--- src/rtl/spi_seq_pkg.sv ---
package spi_seq_pkg;

  localparam logic [3:0] OP_XFER = 4'h0;
  localparam logic [3:0] OP_CS   = 4'h1;
  localparam logic [3:0] OP_WREG = 4'h2;
  localparam logic [3:0] OP_MISC = 4'h3;

  localparam logic [3:0] REG_DIV    = 4'h0;
  localparam logic [3:0] REG_CFG    = 4'h1;
  localparam logic [3:0] MISC_SYNC  = 4'h0;
  localparam logic [3:0] MISC_SLEEP = 4'h1;

  typedef struct packed {
    logic [3:0] op;
    logic [3:0] a1;
    logic [7:0] a2;
  } instr_t;

  typedef struct packed {
    logic three_wire;
    logic cpol;
    logic cpha;
  } cfg_t;

  typedef enum logic [2:0] {
    ST_IDLE, ST_LOAD, ST_SHIFT, ST_PUSH, ST_CSWAIT, ST_SLEEP
  } state_e;

endpackage

--- src/rtl/spi_seq_tick.sv ---
module spi_seq_tick #(
  parameter int unsigned DIV_W = 8
) (
  input  logic             clk_i,
  input  logic             rst_ni,
  input  logic             en_i,
  input  logic [DIV_W-1:0] div_i,
  output logic             tick_o
);

  logic [DIV_W-1:0] cnt_q;

  assign tick_o = en_i && (cnt_q == div_i);

  always_ff @(posedge clk_i or negedge rst_ni) begin
    if (!rst_ni)                cnt_q <= '0;
    else if (!en_i || tick_o)   cnt_q <= '0;
    else                        cnt_q <= cnt_q + 1'b1;
  end

  // a half period is never shorter than div+1 cycles
  assert_half_period_R5: assert property (@(posedge clk_i) disable iff (!rst_ni)
    (tick_o && div_i != '0) |=> !tick_o);

endmodule

--- src/rtl/spi_seq_shift.sv ---
module spi_seq_shift #(
  parameter int unsigned WORD_W = 8
) (
  input  logic              clk_i,
  input  logic              rst_ni,
  input  logic              load_i,
  input  logic [WORD_W-1:0] tx_word_i,
  input  logic              tick_i,
  input  logic              cpha_i,
  input  logic              cpol_i,
  input  logic              sdi_i,
  output logic              sclk_o,
  output logic              sdo_o,
  output logic [WORD_W-1:0] rx_word_o,
  output logic              done_o
);

  localparam int unsigned EDGE_W    = $clog2(2 * WORD_W);
  localparam int unsigned LAST_EDGE = 2 * WORD_W - 1;

  logic [EDGE_W-1:0] edge_q;
  logic              phase_q, out_q;
  logic [WORD_W-1:0] sh_q, rx_q;
  logic              leading;

  assign leading   = !edge_q[0];
  assign done_o    = tick_i && (edge_q == EDGE_W'(LAST_EDGE));
  assign sclk_o    = phase_q ^ cpol_i;
  assign sdo_o     = out_q;
  assign rx_word_o = rx_q;

  always_ff @(posedge clk_i or negedge rst_ni) begin
    if (!rst_ni) begin
      edge_q  <= '0;
      phase_q <= 1'b0;
      out_q   <= 1'b0;
      sh_q    <= '0;
      rx_q    <= '0;
    end else if (load_i) begin
      edge_q  <= '0;
      phase_q <= 1'b0;
      out_q   <= tx_word_i[WORD_W-1];
      sh_q    <= cpha_i ? tx_word_i : {tx_word_i[WORD_W-2:0], 1'b0};
    end else if (tick_i) begin
      phase_q <= !phase_q;
      edge_q  <= edge_q + 1'b1;
      if (leading == cpha_i) begin
        // drive edge
        out_q <= sh_q[WORD_W-1];
        sh_q  <= {sh_q[WORD_W-2:0], 1'b0};
      end else begin
        // sample edge
        rx_q <= {rx_q[WORD_W-2:0], sdi_i};
      end
    end
  end

  assert_rx_hold_R10: assert property (@(posedge clk_i) disable iff (!rst_ni)
    (!tick_i && !load_i) |=> $stable(rx_word_o));

endmodule

--- src/rtl/spi_seq_core.sv ---
module spi_seq_core
  import spi_seq_pkg::*;
#(
  parameter int unsigned NUM_CS = 8,
  parameter int unsigned WORD_W = 8,
  parameter int unsigned DIV_W  = 8
) (
  input  logic              clk_i,
  input  logic              rst_ni,
  input  logic              cmd_valid_i,
  output logic              cmd_ready_o,
  input  logic [15:0]       cmd_data_i,
  input  logic              tx_valid_i,
  output logic              tx_ready_o,
  input  logic [WORD_W-1:0] tx_data_i,
  output logic              rx_valid_o,
  input  logic              rx_ready_i,
  output logic [WORD_W-1:0] rx_data_o,
  output logic              sclk_o,
  output logic              sdo_o,
  output logic              sdo_en_o,
  input  logic              sdi_i,
  output logic [NUM_CS-1:0] cs_n_o,
  output logic              sync_o,
  output logic [7:0]        sync_id_o
);

  localparam int unsigned WAIT_W = 10;

  instr_t            ins;
  state_e            state_q;
  logic              wr_q, rd_q;
  logic [7:0]        words_q;
  logic [WAIT_W-1:0] wait_q, sleep_ticks, cs_ticks;
  logic [NUM_CS-1:0] cs_q, cs_pend_q;
  logic [DIV_W-1:0]  div_q;
  cfg_t              cfg_q;
  logic              sync_q;
  logic [7:0]        sync_id_q;
  logic              fire, tick, shift_tick, load, done, div_en, wait_done, xfer_st;
  logic [WORD_W-1:0] tx_word, rx_word;

  assign ins         = instr_t'(cmd_data_i);
  assign cmd_ready_o = (state_q == ST_IDLE);
  assign fire        = cmd_valid_i && cmd_ready_o;
  assign div_en      = (state_q == ST_SHIFT) || (state_q == ST_SLEEP) || (state_q == ST_CSWAIT);
  assign shift_tick  = tick && (state_q == ST_SHIFT);
  assign tx_ready_o  = (state_q == ST_LOAD) && wr_q;
  assign load        = (state_q == ST_LOAD) && (!wr_q || tx_valid_i);
  assign tx_word     = wr_q ? tx_data_i : '0;
  assign wait_done   = tick && (wait_q == WAIT_W'(1));
  assign rx_valid_o  = (state_q == ST_PUSH);
  assign rx_data_o   = rx_word;
  assign xfer_st     = (state_q == ST_LOAD) || (state_q == ST_SHIFT) || (state_q == ST_PUSH);
  assign sdo_en_o    = !(cfg_q.three_wire && !wr_q && xfer_st);
  assign cs_n_o      = cs_q;
  assign sync_o      = sync_q;
  assign sync_id_o   = sync_id_q;
  assign sleep_ticks = (WAIT_W'(ins.a2) + WAIT_W'(1)) << 1;
  assign cs_ticks    = WAIT_W'(ins.a1) << 1;

  spi_seq_tick #(.DIV_W(DIV_W)) i_tick (
    .clk_i  (clk_i),
    .rst_ni (rst_ni),
    .en_i   (div_en),
    .div_i  (div_q),
    .tick_o (tick)
  );

  spi_seq_shift #(.WORD_W(WORD_W)) i_shift (
    .clk_i     (clk_i),
    .rst_ni    (rst_ni),
    .load_i    (load),
    .tx_word_i (tx_word),
    .tick_i    (shift_tick),
    .cpha_i    (cfg_q.cpha),
    .cpol_i    (cfg_q.cpol),
    .sdi_i     (sdi_i),
    .sclk_o    (sclk_o),
    .sdo_o     (sdo_o),
    .rx_word_o (rx_word),
    .done_o    (done)
  );

  always_ff @(posedge clk_i or negedge rst_ni) begin
    if (!rst_ni) begin
      state_q   <= ST_IDLE;
      wr_q      <= 1'b0;
      rd_q      <= 1'b0;
      words_q   <= '0;
      wait_q    <= '0;
      cs_q      <= '1;
      cs_pend_q <= '1;
      div_q     <= '0;
      cfg_q     <= '0;
      sync_q    <= 1'b0;
      sync_id_q <= '0;
    end else begin
      sync_q <= 1'b0;
      unique case (state_q)
        ST_IDLE: if (fire) begin
          case (ins.op)
            OP_XFER: begin
              wr_q    <= ins.a1[0];
              rd_q    <= ins.a1[1];
              words_q <= ins.a2;
              state_q <= ST_LOAD;
            end
            OP_CS: begin
              if (ins.a1 == '0) cs_q <= ins.a2[NUM_CS-1:0];
              else begin
                cs_pend_q <= ins.a2[NUM_CS-1:0];
                wait_q    <= cs_ticks;
                state_q   <= ST_CSWAIT;
              end
            end
            OP_WREG: begin
              if (ins.a1 == REG_DIV)      div_q <= DIV_W'(ins.a2);
              else if (ins.a1 == REG_CFG) cfg_q <= cfg_t'(ins.a2[2:0]);
            end
            OP_MISC: begin
              if (ins.a1 == MISC_SLEEP) begin
                wait_q  <= sleep_ticks;
                state_q <= ST_SLEEP;
              end else if (ins.a1 == MISC_SYNC) begin
                sync_q    <= 1'b1;
                sync_id_q <= ins.a2;
              end
            end
            default: ;
          endcase
        end
        ST_LOAD: if (load) state_q <= ST_SHIFT;
        ST_SHIFT: if (done) begin
          if (rd_q)                  state_q <= ST_PUSH;
          else if (words_q == '0)    state_q <= ST_IDLE;
          else begin
            words_q <= words_q - 1'b1;
            state_q <= ST_LOAD;
          end
        end
        ST_PUSH: if (rx_ready_i) begin
          if (words_q == '0) state_q <= ST_IDLE;
          else begin
            words_q <= words_q - 1'b1;
            state_q <= ST_LOAD;
          end
        end
        ST_CSWAIT: begin
          if (wait_done) begin
            cs_q    <= cs_pend_q;
            state_q <= ST_IDLE;
          end else if (tick) wait_q <= wait_q - 1'b1;
        end
        ST_SLEEP: begin
          if (wait_done)  state_q <= ST_IDLE;
          else if (tick)  wait_q <= wait_q - 1'b1;
        end
        default: state_q <= ST_IDLE;
      endcase
    end
  end

  assert_sleep_hold_R8: assert property (@(posedge clk_i) disable iff (!rst_ni)
    (state_q == ST_SLEEP) |=> ($stable(cs_n_o) && $stable(sclk_o)));

  assert_sync_origin_R9: assert property (@(posedge clk_i) disable iff (!rst_ni)
    sync_o |-> ($past(fire && ins.op == OP_MISC && ins.a1 == MISC_SYNC) &&
                sync_id_o == $past(ins.a2)));

  assert_rx_hold_R10: assert property (@(posedge clk_i) disable iff (!rst_ni)
    (rx_valid_o && !rx_ready_i) |=> (rx_valid_o && $stable(rx_data_o)));

  assert_sdo_low_R3: assert property (@(posedge clk_i) disable iff (!rst_ni)
    (state_q == ST_SHIFT && !wr_q) |-> !sdo_o);

  assert_idle_level_R6: assert property (@(posedge clk_i) disable iff (!rst_ni)
    (state_q == ST_IDLE) |-> (sclk_o == cfg_q.cpol));

endmodule

--- config.mk ---
export PLATFORM = sky130hd
export DESIGN_NAME = spi_seq_core
export DESIGN_NICKNAME = d
export VERILOG_FILES = /design/src/rtl/spi_seq_pkg.sv /design/src/rtl/spi_seq_tick.sv /design/src/rtl/spi_seq_shift.sv /design/src/rtl/spi_seq_core.sv
export SDC_FILE = /design/constraint.sdc
export NUM_CORES = 1
export LEC_CHECK = 0
export BUFFER_PORTS_ARGS = -buffer_cell sky130_fd_sc_hd__buf_2
export CELL_PAD_IN_SITES_DETAIL_PLACEMENT = 0
export CELL_PAD_IN_SITES_GLOBAL_PLACEMENT = 1
export CORE_MARGIN = 3
export CORE_UTILIZATION = 51
export CTS_BUF_LIST = sky130_fd_sc_hd__clkbuf_4 sky130_fd_sc_hd__clkbuf_8
export DETAILED_ROUTE_END_ITERATION = 8
export HOLD_SLACK_MARGIN = 0.08
export PLACE_DENSITY_LB_ADDON = 0.1
export SLEW_MARGIN = 15
export SYNTH_ARGS = -nofsm -noshare
export SYNTH_HDL_FRONTEND = slang
export SYNTH_HIERARCHICAL = 1
export SYNTH_SLANG_ARGS = --single-unit
--- constraint.sdc ---
create_clock -name clk_i -period 8.55 [get_ports clk_i]
set_clock_uncertainty 0.05 [all_clocks]
set_input_delay 0.855 -clock clk_i [delete_from_list [all_inputs] [get_ports clk_i]]
set_output_delay 0.855 -clock clk_i [all_outputs]
set_load 0.03 [all_outputs]
==> key figures, run 1 <==
Layout
  • Layout cell share with drive strength beyond 1: 0.284
  • Biggest register: wait_q
  • Final instance area: around 5600 um2
  • Number of fill cells: about 840
  • Number of flip-flops in the largest register: 10
  • Syn-to-layout area delta: 12.8%
  • Antenna cells: 0
  • Nets: 571

Synthesis
  • Mapped cell area: 4950 um2
  • Synth cell types: 61
  • Synth Register Bits: between 80 and 90
  • Mapped Cells: 484
  • Synth top cells by count: 73 x dfrtp_1, 39 x mux2_2, 33 x nand2_1
  • Post-synth top area share: 0.369
  • Synth async-reset ratio: 1.00
  • Area leader, netlist: dfrtp_1
  • Count leader, synth: dfrtp_1
  • Mean post-synth cell area: 10.2 um2
  • Area contributors post-synth: dfrtp_1 37%, mux2_2 8.9%, dfstp_2 8.5%
  • Ys flop type: dfrtp_1
  • Syn nets: between 500 and 600
  • Post-synth EDFFs: 0
  • Sequential area share after synthesis: 0.454
  • Ys Warns: 6

Detailed routing
  • Initial DRC Count: between 150 and 200
  • WL final: 11300 um
  • Final ANT Viol Nets: 0
  • DRT Pass-1 Iters: 5
  • Drt wl/cell: 17.0 um
  • DRC: 0
  • Via count: 3798
  • Vias/cell: approximately 5.7

Job
  • Max Cap Viol: 0

Hold path
  • Min-delay worst type: input port to async pin

Global route
  • First-pass GRT wire length: 19100 um
  • Number of global-route vias before repair: approximately 3800
  • Largest net degree at the start of global routing: 68
  • Total GRT Usage: 0.215
  • Total gr overflow: 0
  • Initial antenna violation count: 0

Die
  • Die width: about 100 um
  • Site Rows: 35
  • Die span in y: 105 um
  • Full die area: approximately 11000 um2
  • I/O Pins: 61
  • Initial core utilization: 0.531
  • Core area: approximately 9300 um2

Pwr
  • Peak supply drop: 147 uV
  • Pwr per Cell Area: approximately 300 nW/um2
  • P_leak: 2.44 nW

STA
  • Peak Freq: roughly 0.28 GHz
  • RSZ-0062 raised after global routing: no
  • Final Max Slew Viols: 0
  • Final hold violations: 0
  • Final worst setup slack: around 5000 ps
  • Relative slew slack: 0.442
  • Fin Setup TNS: 0 ps
  • Worst slew pin tran: roughly 840 ps
  • Final worst path period share: 0.420
  • Final setup violation count: 0
  • Final worst path period need: 3590 ps

Clock tree
  • CTS buffer count: 9
  • Max Root-Sink Buffers: 2
  • Skew-Pair Late Insertion Delay: 360 ps
  • Reg clk slew, reported paths: 90 ps
  • Setup bufs post-CTS: 0
  • Clk root buf: clkbuf_8
  • CTS tree: built
  • Clock sink total: 89
  • Hold-fix buffers, CTS: 0
  • H-tree depth: 3
  • Post-cts resize count: 0

Critical path
  • Worst Path Arrival: between 3000 and 4000 ps
  • Slowest Stage Delay on Critical Path: 630 ps
  • Buf/Inv on CP: 1
  • CP top delay family: simple AND/OR/NAND/NOR gates
  • Slowest CP cell: nor4_2
  • CP Cell Sequence: xor2_2, nor4_2, and3_1, nor3b_2, buf_4, nand2_1, nor2_1, mux2i_1, o2bb2ai_1, nor4_4, o21ai_0, a22oi_1
  • CP required: 8780 ps
  • CP Max Fanout: 15
  • Crit start category: flop
  • Critical Path Sink Type: flop
  • WS Path Type: flop to flop

Outcome
  • Status: complete, no violations

Placed design
  • Area after DPL: 5340 um2
  • Pre-CTS setup slack: around 5000 ps
  • Placer Congestion: ~0.8
  • DP HPWL: 8000 um
  • Port bufs: 60
-- cells by family (layout without fill, tap and decap cells) --
logic type | count (synthesis) | after routing | synth area share
adders and majority gates | 7 | 7 | 0.0177
DFF | 89 | 89 | 0.454
muxes | 57 | 57 | 0.126
buffers and inverters | 37 | 92 | 0.0338
AOI/OAI and AO/OA | 116 | 116 | 0.151
and+or+nand+nor | 154 | 154 | 0.171
xor gates and xnor gates | 24 | 24 | 0.0470
-- layout by cell type, fill, tap and decap left out, drive strengths merged, types with 7 or more instances in the layout --
cell,count
clkbuf,9
mux2i,17
a21oi,26
nand2,33
inv,14
nor3,10
mux2,40
ha,7
and2,12
dfstp,16
o21ai,29
buf,65
nand2b,9
dfrtp,73
a31oi,14
nand3,17
a22oi,9
nand4,12
nor4,7
xor2,18
nor2,32
-- power by group --
group / switching [mW] / internal, mW
clock: 0.160 / 0.198
sequential: 0.108 / 0.558
combinational: 0.388 / 0.236
total: 0.656 / 0.992
-- per-stage QoR --
stage / power [mW] / hold WS (ps) / std cells / utilization
final: 1.65 / 324 / 668 / 0.599
after global routing: 1.77 / 341 / 668 / 0.599
after CTS: 1.66 / 321 / 668 / 0.598
after detailed placement: 1.30 / 443 / 652 / 0.572
after global placement: 1.28 / 435 / 652 / 0.572
after floorplan: 1.13 / 417 / 484 / -
-- layer usage --
metal	share of wire	vias to the layer above	track usage
met1	0.47	1842	0.300
met5	0	-	0
met3	0.036	11	0.0327
met4	0.012	0	0.0617
met2	0.48	67	0.350
li1	-	1878	-
-- final timing paths --
path,from,end,slack [ps],cells past startpoint
max reg2reg,i_tick/cnt_q[3],words_q[0],4960,12
min reg2reg,cs_n_o[6],cs_n_o[6],460,2
min in group clk_i,cs_n_o[6],cs_n_o[6],460,2
max,i_tick/cnt_q[3],words_q[0],4960,12
max in group asynchronous,rst_ni,i_shift/phase_q,6970,2
min,rst_ni,i_shift/sdo_o,320,1
-- area by class of cell --
cell class              count  area, um2  share of cell area
clock inverters             7        123              0.0220
clock buffers               9        124              0.0222
repair buffers             65        340              0.0609
flip-flops and latches     89       2250               0.402
multi-input cells         358       2550               0.456
well taps                 129        161              0.0289
inverters                  11       42.5             0.00762
Note: power is estimated with default switching activity, not from simulation.
==> inputs of run 2 (changes only) <==
--- a/config.mk
+++ b/config.mk
@@ -9,7 +9,7 @@
 export CELL_PAD_IN_SITES_DETAIL_PLACEMENT = 0
 export CELL_PAD_IN_SITES_GLOBAL_PLACEMENT = 1
 export CORE_MARGIN = 3
-export CORE_UTILIZATION = 51
+export CORE_UTILIZATION = 47
 export CTS_BUF_LIST = sky130_fd_sc_hd__clkbuf_4 sky130_fd_sc_hd__clkbuf_8
 export DETAILED_ROUTE_END_ITERATION = 8
 export HOLD_SLACK_MARGIN = 0.08
==> constraint.sdc (replaced) <==
create_clock -name clk_i -period 3.7 [get_ports clk_i]
set_clock_uncertainty 0.05 [all_clocks]
set_input_delay 0.37 -clock clk_i [delete_from_list [all_inputs] [get_ports clk_i]]
set_output_delay 0.37 -clock clk_i [all_outputs]
set_load 0.03 [all_outputs]
==> run 2 against run 1 <==
Effect of this change:
- setup slack worse by 4500 ps
- wire length up 6.3%
- register-to-register slack worse by 4500 ps
- critical path depth down 1
- global-route usage up 0.12 points
- fmax up 11%
- sequential share of layout area down 0.12 points
- cell area up 0.29%
- core utilization down 3.9 points
- total power up 130%
- critical endpoint unchanged
- largest cell class unchanged
==> key figures, run 2 (synthesis results as in run 1) <==
Critical path
  • R2R cell count: 11 (-1)
  • CP required: 3910 ps (-4870 ps)
  • Critical Path Sink Type: flop
  • WS Path Type: flop to flop
  • Origin of the critical flop-to-flop path: state_q[2]
  • Reg2reg setup slack: 480 ps (-4480 ps)
  • R2r endpoint: words_q[0]
  • CP Max Fanout: 10 (-5)
  • Worst Path Arrival: 3440 ps (-380 ps)
  • Crit start category: flop

Placed design
  • Pre-CTS setup slack: 543 ps (-4420 ps)
  • Placer Congestion: 0.826 (+2.1%)
  • Placed instance count: 663 (+1.7%)
  • Port bufs: 60 (unchanged)
  • DP HPWL: 8780 um (+9.7%)

Hold path
  • Min-delay worst type: input port to flop
  • Hold EP: i_shift/rx_word_o[0]
  • Hold Path Cell Cnt: 2
  • Hold_sp: sdi_i

Detailed routing
  • DRC: 0 (unchanged)
  • DRT Pass-1 Iters: 5 (unchanged)
  • Final ANT Viol Nets: 0 (unchanged)
  • WL final: 12100 um (+6.3%)
  • Via count: 3896 (+2.6%)
  • Drt wl/cell: 17.7 um (+4.4%)
  • Vias/cell: 5.73 (+0.77%)
  • Initial DRC Count: 232 (+28%)

STA
  • RSZ-0062 raised after global routing: no
  • Peak Freq: 0.310 GHz (+11%)
  • Final hold violations: 0 (unchanged)
  • Final worst setup slack: 476 ps (-4480 ps)
  • Final worst path period share: 0.871 (+0.451)
  • Fin Setup TNS: 0 ps (unchanged)
  • Final setup violation count: 0 (unchanged)
  • Final worst path period need: 3220 ps (-370 ps)
  • Relative slew slack: 0.388 (-0.0542)
  • Worst slew pin tran: 910 ps (+73.0 ps)
  • Final Max Slew Viols: 0 (unchanged)

Clock tree
  • H-tree depth: 3 (unchanged)
  • Max Root-Sink Buffers: 2 (unchanged)
  • CTS buffer count: 9 (unchanged)
  • Post-cts resize count: 0 (unchanged)
  • Reg clk slew, reported paths: 90 ps (about the same)
  • Setup bufs post-CTS: 0 (unchanged)
  • Clk root buf: clkbuf_8
  • Skew-Pair Late Insertion Delay: 350 ps (about the same)
  • Clock sink total: 89 (unchanged)
  • CTS tree: built

Die
  • Site Rows: 36 (+2.9%)
  • I/O Pins: 61 (unchanged)
  • Full die area: 11800 um2 (+8.0%)
  • Initial core utilization: 0.495 (-0.0357)
  • Die width: 109 um (+3.9%)
  • Core area: 10000 um2 (+7.2%)
  • Die span in y: 109 um (+3.9%)

Global route
  • Met2 usage in global routing: 0.345 (-0.00497)
  • Total gr overflow: 0 (unchanged)
  • Initial antenna violation count: 2 (+2)
  • Met3 Track Usage GR: 0.0509 (+0.0182)
  • GR Layer Usage met1: 0.299 (-0.000827)
  • Largest net degree at the start of global routing: 60 (-12%)
  • Number of global-route vias before repair: 3928 (+3.7%)
  • First-pass GRT wire length: 20000 um (+4.7%)
  • Total GRT Usage: 0.216 (+0.00116)
  • Grt peak-use layer: met2

Layout
  • Antenna cells: 0 (unchanged)
  • Syn-to-layout area delta: 13.1%
  • Commonest cells after routing, fill and taps aside: 73 x dfrtp_1, 59 x buf_2, 39 x mux2_2
  • Layout cell share with drive strength beyond 1: 0.291 (+0.00682)
  • Non-Filler Instances: 680 (+1.8%)
  • Commonest non-fill, non-tap cell in the layout: dfrtp_1
  • Biggest register: wait_q
  • Number of fill cells: 925 (+10%)
  • Nets: 579 (+1.4%)
  • Number of flip-flops in the largest register: 10 (unchanged)

Outcome
  • Status: complete, no violations

Pwr
  • Pwr per Cell Area: 663 nW/um2 (+120%)
  • Post-layout power: 3.71 mW (+130%)
  • Peak supply drop: 340 uV (+130%)
  • P_leak: 2.46 nW (+0.58%)

Job
  • Max Cap Viol: 0 (unchanged)
## run 2: changes by cell type in the layout (fill, tap and decap cells not counted), sizes merged
cell / delta
clkinvlp: +1
inv: -2
dlygate4sd3: +1
bufinv: -2
buf: +7
clkbuf: +3
## run 2: repair_timing
| action | 4_1_cts | 5_1_grt |
|---|---|---|
| hold endpoints to repair | 49 | 0 |
| hold buffers | 1 | 0 |
| endpoints found under the setup margin | 0 | 0 |
## run 2: worst max-delay path by stage
stage                    start  cells after the start          to  slack (ps)
6_report            state_q[2]                     11  words_q[0]         480
5_1_grt             state_q[1]                     11  words_q[7]         260
3_3_place_gp   i_tick/cnt_q[5]                     12  words_q[0]         710
4_1_cts             state_q[2]                     11  words_q[0]         520
2_1_floorplan         div_q[7]                     11  words_q[0]         530
3_5_place_dp        state_q[2]                     11  words_q[0]         540
## run 2: stage by stage
| stage | utilization | cell area [um2] | hold slack, ps |
|---|---|---|---|
| 2_1_floorplan | - | 4950 | 24.4 |
| 3_3_place_gp | 0.539 | 5390 | 434 |
| 3_5_place_dp | 0.539 | 5390 | 442 |
| 4_1_cts | 0.560 | 5600 | 195 |
| 5_1_grt | 0.560 | 5600 | 198 |
| 6_report | 0.560 | 5600 | 208 |
## run 2: metal layers
| layer | wire length [um] | part of all wire |
|---|---|---|
| met2 | 5810 | 0.48 |
| met5 | 23 | 0.0019 |
| met3 | 476 | 0.039 |
| met4 | 180 | 0.015 |
| met1 | 5570 | 0.46 |
## run 2: layout make-up
| cell class | instances | area, um2 | area share |
|---|---|---|---|
| multi-input combinational | 358 | 2540 | 0.454 |
| sequential | 89 | 2250 | 0.401 |
| timing repair buffer | 73 | 403 | 0.0719 |
| tap | 133 | 166 | 0.0297 |
| clock buffer | 12 | 146 | 0.0261 |
| clock inverter | 4 | 52.6 | 0.00938 |
| inverter | 11 | 42.5 | 0.00759 |
## run 2: critical path, cell delays in order (launching register included)
cell and delay [ps]:
dfrtp_1 400, nand2b_1 340, o21ai_0 380, and3_1 290, nor3b_2 220, nand2_1 110
nor2_1 120, mux2i_1 90, o2bb2ai_1 180, nor4_4 580, o21ai_0 170, a22oi_1 210
## run 2: where the power goes
part,leakage [nW],internal (mW),switching [mW],total [mW]
sequential,1.12,1.29,0.209,1.50
combinational,1.23,0.570,0.959,1.53
clock,0.102,0.339,0.348,0.686
